<file path="src/rtl/entropy_cell_profiler.sv">
module entropy_cell_profiler #(
  parameter int DATA_W  = 16,
  parameter int ROW_W   = 14,
  parameter int CNT_W   = 10,
  parameter int TRIAL_W = 11,
  parameter int DLY_W   = 8,
  localparam int PC_W   = $clog2(DATA_W + 1)
) (
  input  logic               clk,
  input  logic               rst_n,
  input  logic               start,
  input  logic [ROW_W-1:0]   cfg_row,
  input  logic [DATA_W-1:0]  cfg_pattern,
  input  logic [TRIAL_W-1:0] cfg_trials,
  input  logic [DLY_W-1:0]   cfg_trcd_full,
  input  logic [DLY_W-1:0]   cfg_trcd_cut,
  input  logic [DLY_W-1:0]   cfg_twr,
  input  logic [DLY_W-1:0]   cfg_trp,
  input  logic [CNT_W-1:0]   cfg_win_lo,
  input  logic [CNT_W-1:0]   cfg_win_hi,
  output logic               cmd_valid,
  output logic [1:0]         cmd_op,
  output logic [ROW_W-1:0]   cmd_row,
  output logic [DATA_W-1:0]  cmd_wdata,
  input  logic               rd_valid,
  input  logic [DATA_W-1:0]  rd_data,
  output logic               busy,
  output logic               done,
  output logic [DATA_W-1:0]  rng_mask,
  output logic [PC_W-1:0]    rng_count
);
  localparam logic [1:0] OP_ACT = 2'd0;
  localparam logic [1:0] OP_WR  = 2'd1;
  localparam logic [1:0] OP_RD  = 2'd2;
  localparam logic [1:0] OP_PRE = 2'd3;
  localparam logic [CNT_W-1:0] CNT_MAX = '1;

  typedef enum logic [3:0] {
    S_IDLE, S_IACT, S_IWR, S_PRE, S_ACT, S_RD, S_DATA, S_WAIT, S_EVAL
  } state_t;

  state_t             state, ret_q, step_ret;
  logic [DLY_W-1:0]   timer, step_dly;
  logic [TRIAL_W-1:0] trial, trials_q;
  logic [ROW_W-1:0]   row_q;
  logic [DATA_W-1:0]  pat_q, mask_nx;
  logic [DLY_W-1:0]   full_q, cut_q, twr_q, trp_q;
  logic [CNT_W-1:0]   lo_q, hi_q;
  logic [PC_W-1:0]    pop_nx;
  logic               launch, capture;

  assign launch    = (state == S_IDLE) && start;
  assign capture   = (state == S_DATA) && rd_valid;
  assign busy      = (state != S_IDLE);
  assign cmd_row   = row_q;
  assign cmd_wdata = pat_q;

  always_comb begin
    cmd_valid = 1'b1;
    cmd_op    = OP_ACT;
    step_dly  = '0;
    step_ret  = S_IDLE;
    case (state)
      S_IACT: begin step_dly = full_q; step_ret = S_IWR; end
      S_IWR:  begin cmd_op = OP_WR; step_dly = twr_q; step_ret = S_PRE; end
      S_PRE:  begin
        cmd_op   = OP_PRE;
        step_dly = trp_q;
        step_ret = (trial == trials_q) ? S_EVAL : S_ACT;
      end
      S_ACT:  begin step_dly = cut_q; step_ret = S_RD; end
      S_RD:   begin cmd_op = OP_RD; step_ret = S_DATA; end
      default: cmd_valid = 1'b0;
    endcase
  end

  always_ff @(posedge clk or negedge rst_n) begin
    if (!rst_n) begin
      state     <= S_IDLE;
      ret_q     <= S_IDLE;
      timer     <= '0;
      trial     <= '0;
      trials_q  <= '0;
      row_q     <= '0;
      pat_q     <= '0;
      full_q    <= '0;
      cut_q     <= '0;
      twr_q     <= '0;
      trp_q     <= '0;
      lo_q      <= '0;
      hi_q      <= '0;
      done      <= 1'b0;
      rng_mask  <= '0;
      rng_count <= '0;
    end else begin
      done <= 1'b0;
      case (state)
        S_IDLE: if (start) begin
          row_q     <= cfg_row;
          pat_q     <= cfg_pattern;
          trials_q  <= cfg_trials;
          full_q    <= cfg_trcd_full;
          cut_q     <= cfg_trcd_cut;
          twr_q     <= cfg_twr;
          trp_q     <= cfg_trp;
          lo_q      <= cfg_win_lo;
          hi_q      <= cfg_win_hi;
          trial     <= '0;
          rng_mask  <= '0;
          rng_count <= '0;
          state     <= S_IACT;
        end
        S_WAIT: begin
          if (timer <= DLY_W'(1)) state <= ret_q;
          else timer <= timer - DLY_W'(1);
        end
        S_DATA: if (rd_valid) begin
          trial <= trial + TRIAL_W'(1);
          state <= S_PRE;
        end
        S_EVAL: begin
          rng_mask  <= mask_nx;
          rng_count <= pop_nx;
          done      <= 1'b1;
          state     <= S_IDLE;
        end
        default: begin
          if (step_dly == '0) begin
            state <= step_ret;
          end else begin
            state <= S_WAIT;
            timer <= step_dly;
            ret_q <= step_ret;
          end
        end
      endcase
    end
  end

  for (genvar i = 0; i < DATA_W; i++) begin : g_bit
    logic [CNT_W-1:0] fails;
    always_ff @(posedge clk or negedge rst_n) begin
      if (!rst_n)
        fails <= '0;
      else if (launch)
        fails <= '0;
      else if (capture && (rd_data[i] != pat_q[i]) && (fails != CNT_MAX))
        fails <= fails + CNT_W'(1);
    end
    assign mask_nx[i] = (fails >= lo_q) && (fails <= hi_q);
  end

  always_comb begin
    pop_nx = '0;
    for (int i = 0; i < DATA_W; i++) pop_nx = pop_nx + PC_W'(mask_nx[i]);
  end
endmodule

</file>
<file path="config.mk">
export PLATFORM = sky130hd
export DESIGN_NAME = entropy_cell_profiler
export DESIGN_NICKNAME = d
export VERILOG_FILES = /design/src/rtl/entropy_cell_profiler.sv
export SDC_FILE = /design/constraint.sdc
export NUM_CORES = 1
export LEC_CHECK = 0
export BUFFER_PORTS_ARGS = -buffer_cell sky130_fd_sc_hd__buf_2
export CAP_MARGIN = 20
export CELL_PAD_IN_SITES_DETAIL_PLACEMENT = 0
export CELL_PAD_IN_SITES_GLOBAL_PLACEMENT = 1
export CORE_MARGIN = 2
export CORE_UTILIZATION = 43
export DETAILED_ROUTE_END_ITERATION = 8
export GPL_ROUTABILITY_DRIVEN = 0
export HOLD_SLACK_MARGIN = 0.1
export PLACE_DENSITY = 0.79
export REMOVE_ABC_BUFFERS = 1
export SKIP_LAST_GASP = 1
export SYNTH_ARGS = -nofsm -noshare
export SYNTH_HDL_FRONTEND = slang
export SYNTH_SLANG_ARGS = --single-unit
</file>
<file path="constraint.sdc">
create_clock -name clk -period 5.1 [get_ports clk]
set_input_delay 0.765 -clock clk [delete_from_list [all_inputs] [get_ports clk]]
set_output_delay 0.765 -clock clk [all_outputs]
set_load 0.005 [all_outputs]
</file>
==> impl_metrics.py <==
metrics = {
    "job": {
        "cap_violations": 0,
    },
    "sta": {
        "hold-worst-slack_ps": 209.5,
        "fmax_mhz": 204.3,
        "worst_slew_pin_slew_ps": 909.4,
        "max_slew_margin_pct": 39.37,
        "setup_viol": 0,
        "finalWorstSetupSlack_ps": 204.1,
        "fin_tns_setup_ps": 0,
        "final_max_slew_viol_count": 0,
        "fin_crit_sh_pct": 96.00,
        "hold_violations": 0,
        "min_period_ps": 4896,
        "fin_skew_ps": 15.47,
    },
    "drt": {
        "first_pass_iters": 5,
        "wl_per_cell_um": 18.98,
        "drt-initial-drc-count": 1245,
        "ant_nets": 0,
        "wl_mm": 60.11,
        "drc": 0,
        "viasPerCell": 5.619,
        "num_vias": 17790,
    },
    "power": {
        "power_switching_w": 0.004821,
        "leakagePower_nw": 13.39,
        "ir_drop_mv": 0.3059,
        "power-per-cell-area_mw_per_mm2": 469.5,
        "comb_power_share_pct": 44.3,
        "clockPowerShare_pct": 23.5,
        "switching_share_pct": 41.17,
        "seq_power_share_pct": 32.2,
        "power.internal_w": 0.006889,
    },
    "final_layout": {
        "diodes": 0,
        "drive_gt1_share_pct": 13.99,
        "syn_to_final_growth_pct": 16.02,
        "final_design_area_no_fill_mm2": 0.02494,
        "nNetsFinal": 2945,
    },
    "grt": {
        "first_global_vias": 17840,
        "grt_start_max_net_pins": 91,
        "track_usage_pct": 23.44,
        "grt-ovfl-total": 0,
        "grt_pass1_wl_mm": 95.41,
        "antenna_found_initial": 0,
    },
    "cts": {
        "clock_sinks": 302,
        "tritoncts": "built",
        "cts_max_level": 2,
        "numCtsBuffers": 38,
        "insertion_delay_ps": 560,
        "cts_max_path_buffers": 3,
        "path_clk_slew_ps": 60,
        "cts_root_buf": "clkbuf_16",
    },
    "floorplan": {
        "die_y_um": 227.6,
        "rows": 81,
        "core_mm2": 0.04915,
        "dieArea_mm2": 0.05180,
        "ioPinCount": 169,
        "start_util_pct": 43.74,
        "die_x_um": 227.6,
    },
    "synthesis": {
        "yosysWarnings": 0,
        "ys_ff_latch": 302,
        "avgSynthCellArea_um2": 9.479,
        "synth_edf_count": 0,
        "ys.flop_type": "dfrtp_1",
        "synthDistinctLibCells": 66,
        "ys_async_sr_fraction_pct": 100.0,
        "syn-cell-area_mm2": 0.02150,
        "synthCells": 2268,
        "synth-seq-area-share_pct": 35.15,
    },
    "worst_hold_path": {
        "hp-class": "primary input to asynchronous set/reset pin",
    },
    "critical_path": {
        "cp-start-kind": "flip-flop",
        "crit_type": "flip-flop to flip-flop",
        "worstPathArrival_ps": 5320,
        "required_ps": 5520,
        "worstSetupEndpointType": "flip-flop",
        "cp_max_fo": 6,
        "rrSetupSlack_ps": 200,
    },
    "run_status": {
        "outcome": "finished clean",
    },
    "placement": {
        "port_buffers": 168,
        "dp_hpwl_mm": 42.76,
        "dpl-instance-area_mm2": 0.02354,
        "dp_slack_ps": -138.0,
    },
}
## sequential cells by signal, indices dropped and copies added, names as in the netlist
register,count
timer,8
trial,11
trials_q,11
twr_q,8
cut_q,8
full_q,8
trp_q,8
hi_q,10
ret_q,4
g_bit.fails,160
state,4
lo_q,10
rng_count,5
cmd_row,14
cmd_wdata,16
rng_mask,16
done,1
## layout by cell type (no fill, tap or decap), types with 6 or more instances in the layout
master     instances
o221ai_1           6
nor4_1             6
clkbuf_16         41
buf_2            167
nand2b_1          25
a221oi_1          11
nand2_1          330
mux2_2             9
and4_1            34
inv_1             65
a311oi_4          15
buf_12            13
clkinv_2           7
o21a_1             9
a21o_1            84
and2_1            19
o31ai_1           10
nand3_1           89
buf_4             44
fa_1               7
xnor2_1           40
ha_1             341
nor2b_1           25
a211oi_1          22
a21oi_1           82
and3_1            53
nand4_1           71
mux2i_1           21
o211ai_1           8
o21ai_1           11
dfrtp_1          302
nor2_1           196
o21ai_0           72
clkbuf_8           7
nor3_1            20
xor2_1           132
## power by group through the flow
stage | combinational, W | sequential [W] | clock, W
after floorplan | 0.00313 | 0.00360 | 0
after global placement | 0.00488 | 0.00376 | 0
after detailed placement | 0.00509 | 0.00378 | 0
after CTS | 0.00513 | 0.00375 | 0.00281
after global routing | 0.00587 | 0.00385 | 0.00292
final | 0.00519 | 0.00377 | 0.00275
## synthesized netlist by cell type (all sizes together), types with 40 or more instances
cell   count  area [um^2]
ha       344         4304
nand2    332         1262
dfrtp    302         7557
nor2     197        739.5
xor2     132         1156
nand3     89        445.4
a21oi     85        425.4
a21o      84        630.6
o21ai     84        420.4
inv       72        270.3
nand4     72        456.7
and3      53        331.6
xnor2     40        350.3
## final timing paths
check                                              from                        to  cells past startpoint
worst max-delay path                hi_q[4]$_DFFE_PN0P_  rng_count[3]$_DFFE_PN0P_                     19
worst min-delay path                              rst_n   trials_q[7]$_DFFE_PN0P_                      1
max in group asynchronous                         rst_n    cmd_row[4]$_DFFE_PN0P_                      2
worst max register to register      hi_q[4]$_DFFE_PN0P_  rng_count[3]$_DFFE_PN0P_                     19
min in group clk                         cfg_pattern[7]  cmd_wdata[7]$_DFFE_PN0P_                      3
worst min register to register  cmd_row[13]$_DFFE_PN0P_   cmd_row[13]$_DFFE_PN0P_                      2
## critical path: stages (launching register included)
cell and delay (ps):
dfrtp_1 370, clkinvlp_4 190, buf_6 200, ha_4 240
a21o_1 160, a211oi_1 220, o211ai_1 120, a22o_1 290
fa_1 510, inv_1 70, fa_2 370, fa_1 530
inv_1 50, fa_1 530, inv_1 80, ha_1 300
a21o_1 170, a21oi_2 140, xnor2_1 130, o21ai_0 90
## kinds of logic (layout without fill, tap and decap cells)
kind of cell | after synthesis | after routing | share of synthesized area [%]
AND/OR/NAND/NOR | 895 | 895 | 19.93
AO/OA/AOI/OAI | 383 | 383 | 13.04
adder cells (fa/ha/maj) | 354 | 354 | 20.95
flip-flops | 302 | 302 | 35.15
XOR/XNOR | 172 | 172 | 7.007
buffers and inverters | 132 | 366 | 2.473
multiplexers | 30 | 30 | 1.449
## layer usage
layer	track usage, %	part of all wire, %	routed length (um)
met5	0	0	0
met4	9.024	3.5	2107
met3	3.433	5.5	3302
met2	37.59	45	27080
met1	31.97	46	27620
## repair_timing
item,in CTS,in global routing
setup endpoints to repair,4,4
resized for setup,2,33
endpoints found under the hold margin,0,0
pin swaps,0,11
buffers inserted,0,3
gates cloned,0,0
hold buffers,0,0
## cell type report
type,count,area [um^2]
fillers,4552,24210
multi-input cells,1834,13510
flip-flops and latches,302,7557
repair buffers,230,1498
clock buffers,51,1134
well taps,664,830.8
inverters,72,280.3
clock inverters,13,128.9
## stage by stage
step / utilization (%) / total power, W / cells
global placement: 47.88 / 0.008632 / 3099
floorplan: - / 0.006729 / 2208
detailed placement: 47.88 / 0.008871 / 3099
finish: 50.74 / 0.01171 / 3166
global route: 50.74 / 0.01264 / 3166
CTS: 50.46 / 0.01170 / 3163
No activity file was read; power rests on OpenSTA's default activity.
